File: src/rtl/i2c_pc_pkg.sv
package i2c_pc_pkg;
  localparam int FILT_W_DEF  = 4;
  localparam int DV_W_DEF    = 6;
  localparam int HOLD_W_DEF  = 4;
  localparam int N_LINES     = 2;
  localparam int LINE_SCL    = 0;
  localparam int LINE_SDA    = 1;
endpackage

File: src/rtl/i2c_pc_glitch.sv
module i2c_pc_glitch #(
  parameter int W = 4
) (
  input  logic         clk,
  input  logic         rst,
  input  logic         hs_mode,
  input  logic [W-1:0] len,
  input  logic         raw,
  output logic         filt
);
  logic         s1_q, s2_q, out_q;
  logic [W-1:0] cnt_q;
  logic         byp;

  assign byp = hs_mode || (len == '0);

  always_ff @(posedge clk) begin
    if (rst) begin
      s1_q  <= 1'b1;
      s2_q  <= 1'b1;
      out_q <= 1'b1;
      cnt_q <= '0;
    end else begin
      s1_q <= raw;
      s2_q <= s1_q;
      if (byp) begin
        out_q <= s2_q;
        cnt_q <= '0;
      end else if (s2_q != out_q) begin
        if (cnt_q >= len) begin
          out_q <= s2_q;
          cnt_q <= '0;
        end else begin
          cnt_q <= cnt_q + 1'b1;
        end
      end else begin
        cnt_q <= '0;
      end
    end
  end

  assign filt = byp ? s2_q : out_q;

  // with the filter active, the held level moves only after the run count reached the length
  assert_glitch_hold_R2: assert property (@(posedge clk) disable iff (rst)
    (!$past(byp) && (out_q != $past(out_q))) |-> $past(cnt_q >= len));

  // the run counter restarts whenever the synchronized line agrees with the held level
  assert_run_restart_R3: assert property (@(posedge clk) disable iff (rst)
    ($past(!byp && (s2_q == out_q))) |-> (cnt_q == '0));
endmodule

File: src/rtl/i2c_pc_dvdelay.sv
module i2c_pc_dvdelay #(
  parameter int W = 6
) (
  input  logic         clk,
  input  logic         rst,
  input  logic         hs_mode,
  input  logic         scl_fall,
  input  logic [W-1:0] dly,
  input  logic         eng_sda,
  output logic         drive_o
);
  logic [W-1:0] cnt_q;
  logic         pend_q, drive_q;

  always_ff @(posedge clk) begin
    if (rst) begin
      cnt_q   <= '0;
      pend_q  <= 1'b1;
      drive_q <= 1'b1;
    end else if (hs_mode) begin
      cnt_q   <= '0;
      pend_q  <= eng_sda;
      drive_q <= eng_sda;
    end else if (scl_fall) begin
      pend_q <= eng_sda;
      if (dly == '0) begin
        drive_q <= eng_sda;
        cnt_q   <= '0;
      end else begin
        cnt_q <= dly;
      end
    end else if (cnt_q != '0) begin
      cnt_q <= cnt_q - 1'b1;
      if (cnt_q == 1) drive_q <= pend_q;
    end
  end

  assign drive_o = hs_mode ? eng_sda : drive_q;

  // the presented bit changes only at a detected fall or when the delay expires
  assert_dv_latch_R7: assert property (@(posedge clk) disable iff (rst)
    ($past(!hs_mode && !scl_fall && (cnt_q != 1)) && !hs_mode) |-> (drive_q == $past(drive_q)));

  // with a zero delay the engine bit present at the fall is presented one edge later
  assert_dv_zero_R6: assert property (@(posedge clk) disable iff (rst)
    $past(!hs_mode && scl_fall && (dly == '0)) |-> (drive_q == $past(eng_sda)));
endmodule

File: src/rtl/i2c_pc_hold.sv
module i2c_pc_hold #(
  parameter int W = 4
) (
  input  logic         clk,
  input  logic         rst,
  input  logic         hs_mode,
  input  logic         scl_fall,
  input  logic         stretch,
  input  logic [W-1:0] hold,
  output logic         oe_o
);
  logic [W-1:0] cnt_q;

  always_ff @(posedge clk) begin
    if (rst || hs_mode) begin
      cnt_q <= '0;
    end else if (scl_fall && stretch) begin
      cnt_q <= hold;
    end else if (cnt_q != '0) begin
      cnt_q <= cnt_q - 1'b1;
    end
  end

  assign oe_o = stretch || (cnt_q != '0);

  // a stretch seen at the fall keeps SCL low on the following edge when a hold is set
  assert_hold_min_R8: assert property (@(posedge clk) disable iff (rst)
    ($past(!hs_mode && scl_fall && stretch && (hold != '0)) && !hs_mode) |-> oe_o);

  // a pending stretch request always pulls SCL low
  assert_stretch_low_R9: assert property (@(posedge clk) disable iff (rst)
    stretch |-> oe_o);
endmodule

File: src/rtl/i2c_pin_cond.sv
module i2c_pin_cond
  import i2c_pc_pkg::*;
#(
  parameter int FILT_W = FILT_W_DEF,
  parameter int DV_W   = DV_W_DEF,
  parameter int HOLD_W = HOLD_W_DEF
) (
  input  logic              clk,
  input  logic              rst,
  input  logic              hs_mode,
  input  logic [FILT_W-1:0] cfg_filt_scl,
  input  logic [FILT_W-1:0] cfg_filt_sda,
  input  logic [DV_W-1:0]   cfg_dv_delay,
  input  logic [HOLD_W-1:0] cfg_hold,
  input  logic              scl_pad_i,
  input  logic              sda_pad_i,
  input  logic              eng_sda_drive,
  input  logic              eng_stretch,
  output logic              scl_filt_o,
  output logic              sda_filt_o,
  output logic              scl_pad_oe,
  output logic              sda_pad_oe
);
  logic [N_LINES-1:0] line_raw, line_filt;
  logic [FILT_W-1:0]  line_len [N_LINES];
  logic               scl_prev_q, scl_fall, sda_drive;

  assign line_raw[LINE_SCL] = scl_pad_i;
  assign line_raw[LINE_SDA] = sda_pad_i;
  assign line_len[LINE_SCL] = cfg_filt_scl;
  assign line_len[LINE_SDA] = cfg_filt_sda;

  for (genvar i = 0; i < N_LINES; i++) begin : g_line
    i2c_pc_glitch #(.W(FILT_W)) u_filt (
      .clk     (clk),
      .rst     (rst),
      .hs_mode (hs_mode),
      .len     (line_len[i]),
      .raw     (line_raw[i]),
      .filt    (line_filt[i])
    );
  end

  assign scl_filt_o = line_filt[LINE_SCL];
  assign sda_filt_o = line_filt[LINE_SDA];

  always_ff @(posedge clk) begin
    if (rst) scl_prev_q <= 1'b1;
    else     scl_prev_q <= scl_filt_o;
  end

  assign scl_fall = scl_prev_q && !scl_filt_o;

  i2c_pc_dvdelay #(.W(DV_W)) u_dv (
    .clk     (clk),
    .rst     (rst),
    .hs_mode (hs_mode),
    .scl_fall(scl_fall),
    .dly     (cfg_dv_delay),
    .eng_sda (eng_sda_drive),
    .drive_o (sda_drive)
  );

  i2c_pc_hold #(.W(HOLD_W)) u_hold (
    .clk     (clk),
    .rst     (rst),
    .hs_mode (hs_mode),
    .scl_fall(scl_fall),
    .stretch (eng_stretch),
    .hold    (cfg_hold),
    .oe_o    (scl_pad_oe)
  );

  assign sda_pad_oe = !sda_drive;

  // reset returns the lines high and releases both pads
  assert_reset_state_R1: assert property (@(posedge clk)
    (rst && !eng_stretch && !hs_mode) |=> (scl_filt_o && sda_filt_o && !scl_pad_oe && !sda_pad_oe));

  // in high-speed mode the pad enables follow the engine directly
  assert_hs_pass_R10: assert property (@(posedge clk) disable iff (rst)
    hs_mode |-> ((sda_pad_oe == !eng_sda_drive) && (scl_pad_oe == eng_stretch)));
endmodule

File: config.mk
export PLATFORM = sky130hd
export DESIGN_NAME = i2c_pin_cond
export DESIGN_NICKNAME = d
export VERILOG_FILES = /design/src/rtl/i2c_pc_pkg.sv /design/src/rtl/i2c_pc_glitch.sv /design/src/rtl/i2c_pc_dvdelay.sv /design/src/rtl/i2c_pc_hold.sv /design/src/rtl/i2c_pin_cond.sv
export SDC_FILE = /design/constraint.sdc
export NUM_CORES = 1
export LEC_CHECK = 0
export BUFFER_PORTS_ARGS = -buffer_cell sky130_fd_sc_hd__buf_2
export CELL_PAD_IN_SITES_DETAIL_PLACEMENT = 1
export CELL_PAD_IN_SITES_GLOBAL_PLACEMENT = 2
export CORE_MARGIN = 2
export CORE_UTILIZATION = 35
export DETAILED_ROUTE_END_ITERATION = 8
export HOLD_SLACK_MARGIN = 0.15
export PLACE_DENSITY_LB_ADDON = 0.3
export SLEW_MARGIN = 40
export SYNTH_ARGS = -nofsm -noshare
export SYNTH_HDL_FRONTEND = slang
export SYNTH_HIERARCHICAL = 1
export SYNTH_SLANG_ARGS = --single-unit
export TNS_END_PERCENT = 20
File: constraint.sdc
create_clock -name clk -period 6.3 [get_ports clk]
set_input_delay 0.315 -clock clk [delete_from_list [all_inputs] [get_ports clk]]
set_output_delay 0.315 -clock clk [all_outputs]
set_load 0.02 [all_outputs]
Word level (Yosys, flattened, before mapping)
Cells that the tools add are included.

word-level totals
  flip-flop bits (word level) = 27
  output and inout bits = 4
  logic and storage cells = 74

operators by class
  mux-type cells = 21
  bitwise logic cells = 2
  equal/unequal tests = 4
  reduce and logical (&&, ||, !) cells = 28
  $lt $le $gt $ge = 2
  $add $sub $neg = 4

operator list
  kind                 count
  $mux 6               3
  $mux 1               16
  $reduce_bool 2->1    7
  $add 4x1->4 const B  2
  $ge 4x4->1           2
  $logic_not 4->1      2
  $mux 4               2
  $reduce_or 4->1      2
  $eq 6x1->1 const B   1
  $logic_not 6->1      1
  $reduce_bool 3->1    2
  $reduce_bool 6->1    1
  $sub 6x1->6 const B  1
  $logic_or 1x1->1     4
  $reduce_and 2->1     2
  $reduce_bool 4->1    1
  $sub 4x1->4 const B  1
  $ne 3x3->1 const B   1
  $reduce_and 3->1     1
  $logic_and 1x1->1    2
  $logic_not 1->1      2
  $ne 1x1->1           2
  $not 1->1            2
  $reduce_or 2->1      1

Depth between registers and ports, before layout
  depth after elaboration = 7
  gate-level depth with buffers = 9
  mapped depth without buffers = 8

Modules after synthesis
Netlist, hierarchy kept.

modules (own cells, without submodules)
  module          area each (µm²)  cells each  times used
  i2c_pc_glitch   361.6            39          2
  i2c_pc_dvdelay  481.7            56          1
  i2c_pc_hold     235.2            25          1
  i2c_pin_cond    38.8             4           1

Worst setup path after synthesis
Ideal clock, no wire load.

  path kind = input to register
  from = in cfg_filt_scl[0]
  to = reg u_dv.drive_q
  stages on the path = 9
  arrival time = 2360 ps
  setup time = 123 ps
  required time = 6177 ps
  setup slack = 3817 ps
  cell sequence = nor4_1 nor2_1 mux2_2 and2b_2 buf_6 or4b_1 nor4_2 nor3_1 mux2_1

on the way
  cells in the longest elaborated chain, start to end = 7

RTL lines
  element                                               line                  text
  start: declaration                                    i2c_pin_cond.sv:11    input logic [FILT_W-1:0] cfg_filt_scl,
  $logic_not 4->1 *                                     i2c_pc_glitch.sv:15   assign byp = hs_mode || (len == '0);
  $logic_or 1x1->1 *                                    i2c_pc_glitch.sv:15
  $mux 1 *                                              i2c_pc_glitch.sv:42   assign filt = byp ? s2_q : out_q;
  via scl_filt_o                                        i2c_pin_cond.sv:19    output logic scl_filt_o,
  $logic_not 1->1 *                                     i2c_pin_cond.sv:52    assign scl_fall = scl_prev_q && !scl_filt_o;
  $logic_and 1x1->1 *                                   i2c_pin_cond.sv:52
  via scl_fall                                          i2c_pin_cond.sv:26    logic scl_prev_q, scl_fall, sda_drive;
  $ne 3x3->1 (no line) (tied with other cells)          -
  $reduce_and 3->1 (no line) or $mux 1 (tied branches)  -
  end signal: assignment                                i2c_pc_dvdelay.sv:23  drive_q <= eng_sda;
  end signal: assignment                                i2c_pc_dvdelay.sv:27  drive_q <= eng_sda;
  end signal: assignment                                i2c_pc_dvdelay.sv:34  if (cnt_q == 1) drive_q <= pend_q;
  end: declaration                                      i2c_pc_dvdelay.sv:13  logic pend_q, drive_q;

The timed path passes the listed nets; every way through them passes the cells marked *.
A chain may end at the register's enable or synchronous reset.

Final worst setup path
  from = in cfg_filt_scl[0]
  to = reg u_dv.drive_q

on the way
  cells in the longest elaborated chain, start to end = 7

RTL lines
  element                                               line
  $logic_not 4->1 *                                     i2c_pc_glitch.sv:15
  $logic_or 1x1->1 *                                    i2c_pc_glitch.sv:15
  $mux 1 *                                              i2c_pc_glitch.sv:42
  $logic_not 1->1 *                                     i2c_pin_cond.sv:52
  $logic_and 1x1->1 *                                   i2c_pin_cond.sv:52
  via scl_fall                                          i2c_pin_cond.sv:26
  $ne 3x3->1 (no line) (tied with other cells)          -
  $reduce_and 3->1 (no line) or $mux 1 (tied branches)  -

Marked as above.

==> results.tsv <==
metric	value	unit
PostCTS Resize Cnt	0	
Final Hold Fails	0	
Yosys top cell area share	0.365	
vias in the first global route	1286	
WP data arrival	2.52	ns
Mapped Cells	163	
Post-CTS Setup Inserts	0	
clk root buf	clkbuf_8	
CP max stage cell	or4b_1	
# hold bufs at CTS	0	
startpoint types	primary input	
CTS max path bufs	2	
clock latency on the worst-skew pair	0.27	ns
drc violations	0	
drt pass-1 iters	4	
post-synth top area cell	dfxtp_1	
vias	1214	
number of CTS-inserted buffers	3	
row count	23	
final worst path period share	0.374	
core outline area	0.00403	mm²
Synth Cell Area	0.00148	mm²
clock slew seen by the registers of the worst setup and hold paths	0.10	ns
DIE AREA	0.00476	mm²
GPL Wtd Cong	0.752	
chip height	69.0	µm
gr ovfl total	0	
LEAKAGE	0.757	nW
CP peak stage delay	0.48	ns
type of the worst setup path	primary input to register	
register area share after synthesis	0.365	
Final Slew Violations	0	
synthesized area per cell	9.07	µm²
CTS tree	done	
CTS sink cnt	27	
worst hold stages	2	
WP data required	6.47	ns
GRT Total Usage	0.145	
first-pass GRT wire length	5.80	mm
Syn. warnings	6	
worst-path cell chain	buf_2 -> nor4_1 -> nor2_1 -> mux2_2 -> and2b_2 -> or4b_1 -> nor4_2 -> nor3_1 -> mux2_1	
setup slack at placement	3.63	ns
Synth Register Bits	27	
Worst slew margin	0.675	
post-route ant nets	0	
largest net degree at the start of global routing	19	
Routed WL per cell	13.4	µm
Final Worst Setup Slack	3.95	ns
layout cells sized above 1	0.233	
syn_nets	203	
worst min-delay path class	primary input to register	
Final setup viols	0	
f_max	425	MHz
Max-Cap Viols	0	
Netlist cell types	32	
dpl hpwl	2.65	mm
Worst Skew	0.00511	ns
VDD IR max	0.000188	V
minimum clock period	2.35	ns
total routed wirelength	3.26	mm
sum of negative setup slack	0	ns
Crit Path Max Fanout	13	
Layout area overhead	15.7	%
final net count	234	
Area contributors post-synth	dfxtp_1 37%, ha_1 13%, nor2_1 6.6%	
initial antenna violation count	0	
P per Cell Area	319	mW/mm²
Antenna Cells	0	
# H-tree levels	1	
status	complete, no violations	
R2R setup slack	4.19	ns
Starting DRT DRC Count	26	
port bufs	28	
Register-to-Register Path Depth	6	
Critical Path End Type	register	
Die W	69.0	µm
measured slew at the worst slew-check pin	0.485	ns
io pins	29	
routed vias/inst	5.00	
Starting Density	0.367	
RSZ-0062 raised after global routing	false	
[kinds of logic after synthesis]
kind of cell | Yosys count | share of synthesized area
buffers and inverters | 18 | 0.0516
adder cells (fa/ha/maj) | 15 | 0.127
AO/OA/AOI/OAI | 17 | 0.0846
AND/OR/NAND/NOR | 63 | 0.224
flip-flops | 27 | 0.365
multiplexers | 9 | 0.0643
XOR/XNOR | 14 | 0.0829
[layout make-up]
cell class	count	area, µm²
clock buffers	3	41.3
clock inverters	1	5.00
fillers	507	2320
inverters	16	60.1
multi-input cells	118	862
flip-flops and latches	27	541
well taps	50	62.6
repair buffers	28	140
[cell usage in the layout, fill, tap and decap left out, types with 2 or more instances in the layout]
cell	n
mux2_2	3
or2_1	2
clkbuf_8	3
o211ai_1	2
mux2i_1	5
buf_2	28
xor2_1	6
nor4_1	3
a2111o_1	2
o21ai_0	3
a22o_1	2
nand3_1	6
nand2_1	7
a21oi_1	3
nor2_1	26
inv_1	16
ha_1	15
or2_2	5
nor3_1	5
or4_4	2
a211oi_1	4
dfxtp_1	27
xnor2_1	8
[stage by stage]
stage	area (µm²)	util	cells	hold slack, ns	power, mW
finish	1710	0.425	243	0.226	0.546
global route	1710	0.425	243	0.212	0.594
CTS	1710	0.425	243	0.219	0.554
detailed placement	1670	0.413	239	0.400	0.450
global placement	1670	0.413	239	0.391	0.440
floorplan	1480	-	163	0.388	0.399
[cells in the mapped netlist]
cell type and n:
a2111o_1 2, a211oi_1 4, a21oi_1 3, a22o_1 2, a32o_1 1, and2b_2 1, and4bb_2 1, buf_2 1
buf_6 1, dfxtp_1 27, ha_1 15, inv_1 16, mux2_1 1, mux2_2 3, mux2i_1 5, nand2_1 7
nand3_1 6, nand3b_1 1, nor2_1 26, nor3_1 5, nor3b_1 1, nor4_1 3, nor4_2 1, o211ai_1 2
o21ai_0 3, or2_1 2, or2_2 5, or3b_1 1, or4_4 2, or4b_1 1, xnor2_1 8, xor2_1 6
[path summary, 6_finish.rpt]
path / startpoint / end
max: cfg_filt_scl[0] / u_dv/drive_q$_SDFFE_PP1P_
min: sda_pad_i / g_line[1].u_filt/s1_q$_SDFF_PP1_
max reg2reg: g_line[0].u_filt/out_q$_SDFFE_PP1P_ / u_dv/drive_q$_SDFFE_PP1P_
min reg2reg: g_line[1].u_filt/s1_q$_SDFF_PP1_ / g_line[1].u_filt/s2_q$_SDFF_PP1_
[per-layer routing]
| metal | vias to the layer above | track usage | share of wire |
|---|---|---|---|
| li1 | 618 | - | - |
| met1 | 579 | 0.172 | 0.45 |
| met2 | 13 | 0.266 | 0.52 |
| met3 | 4 | 0.0365 | 0.026 |
| met4 | 0 | 0.0261 | 0.0055 |
| met5 | - | 0 | 0 |
[registers in the layout (all words and copies together), names as in the netlist]
register,flops
g_line.u_filt/s1_q,2
g_line.u_filt/out_q,2
u_hold/cnt_q,4
u_dv/cnt_q,6
u_dv/pend_q,1
scl_prev_q,1
g_line.u_filt/cnt_q,8
g_line.u_filt/s2_q,2
u_dv/drive_q,1
[power by group]
part / internal, mW / switching (mW)
Sequential: 0.196 / 0.0227
Clock: 0.0444 / 0.0552
Combinational: 0.108 / 0.119
[critical path, delay by kind of cell]
kind | cells | cell delay (ns)
buf+inv | 1 | 0.11
mux | 2 | 0.61
simple gates | 6 | 1.49
(Power assumes the default switching activity.)
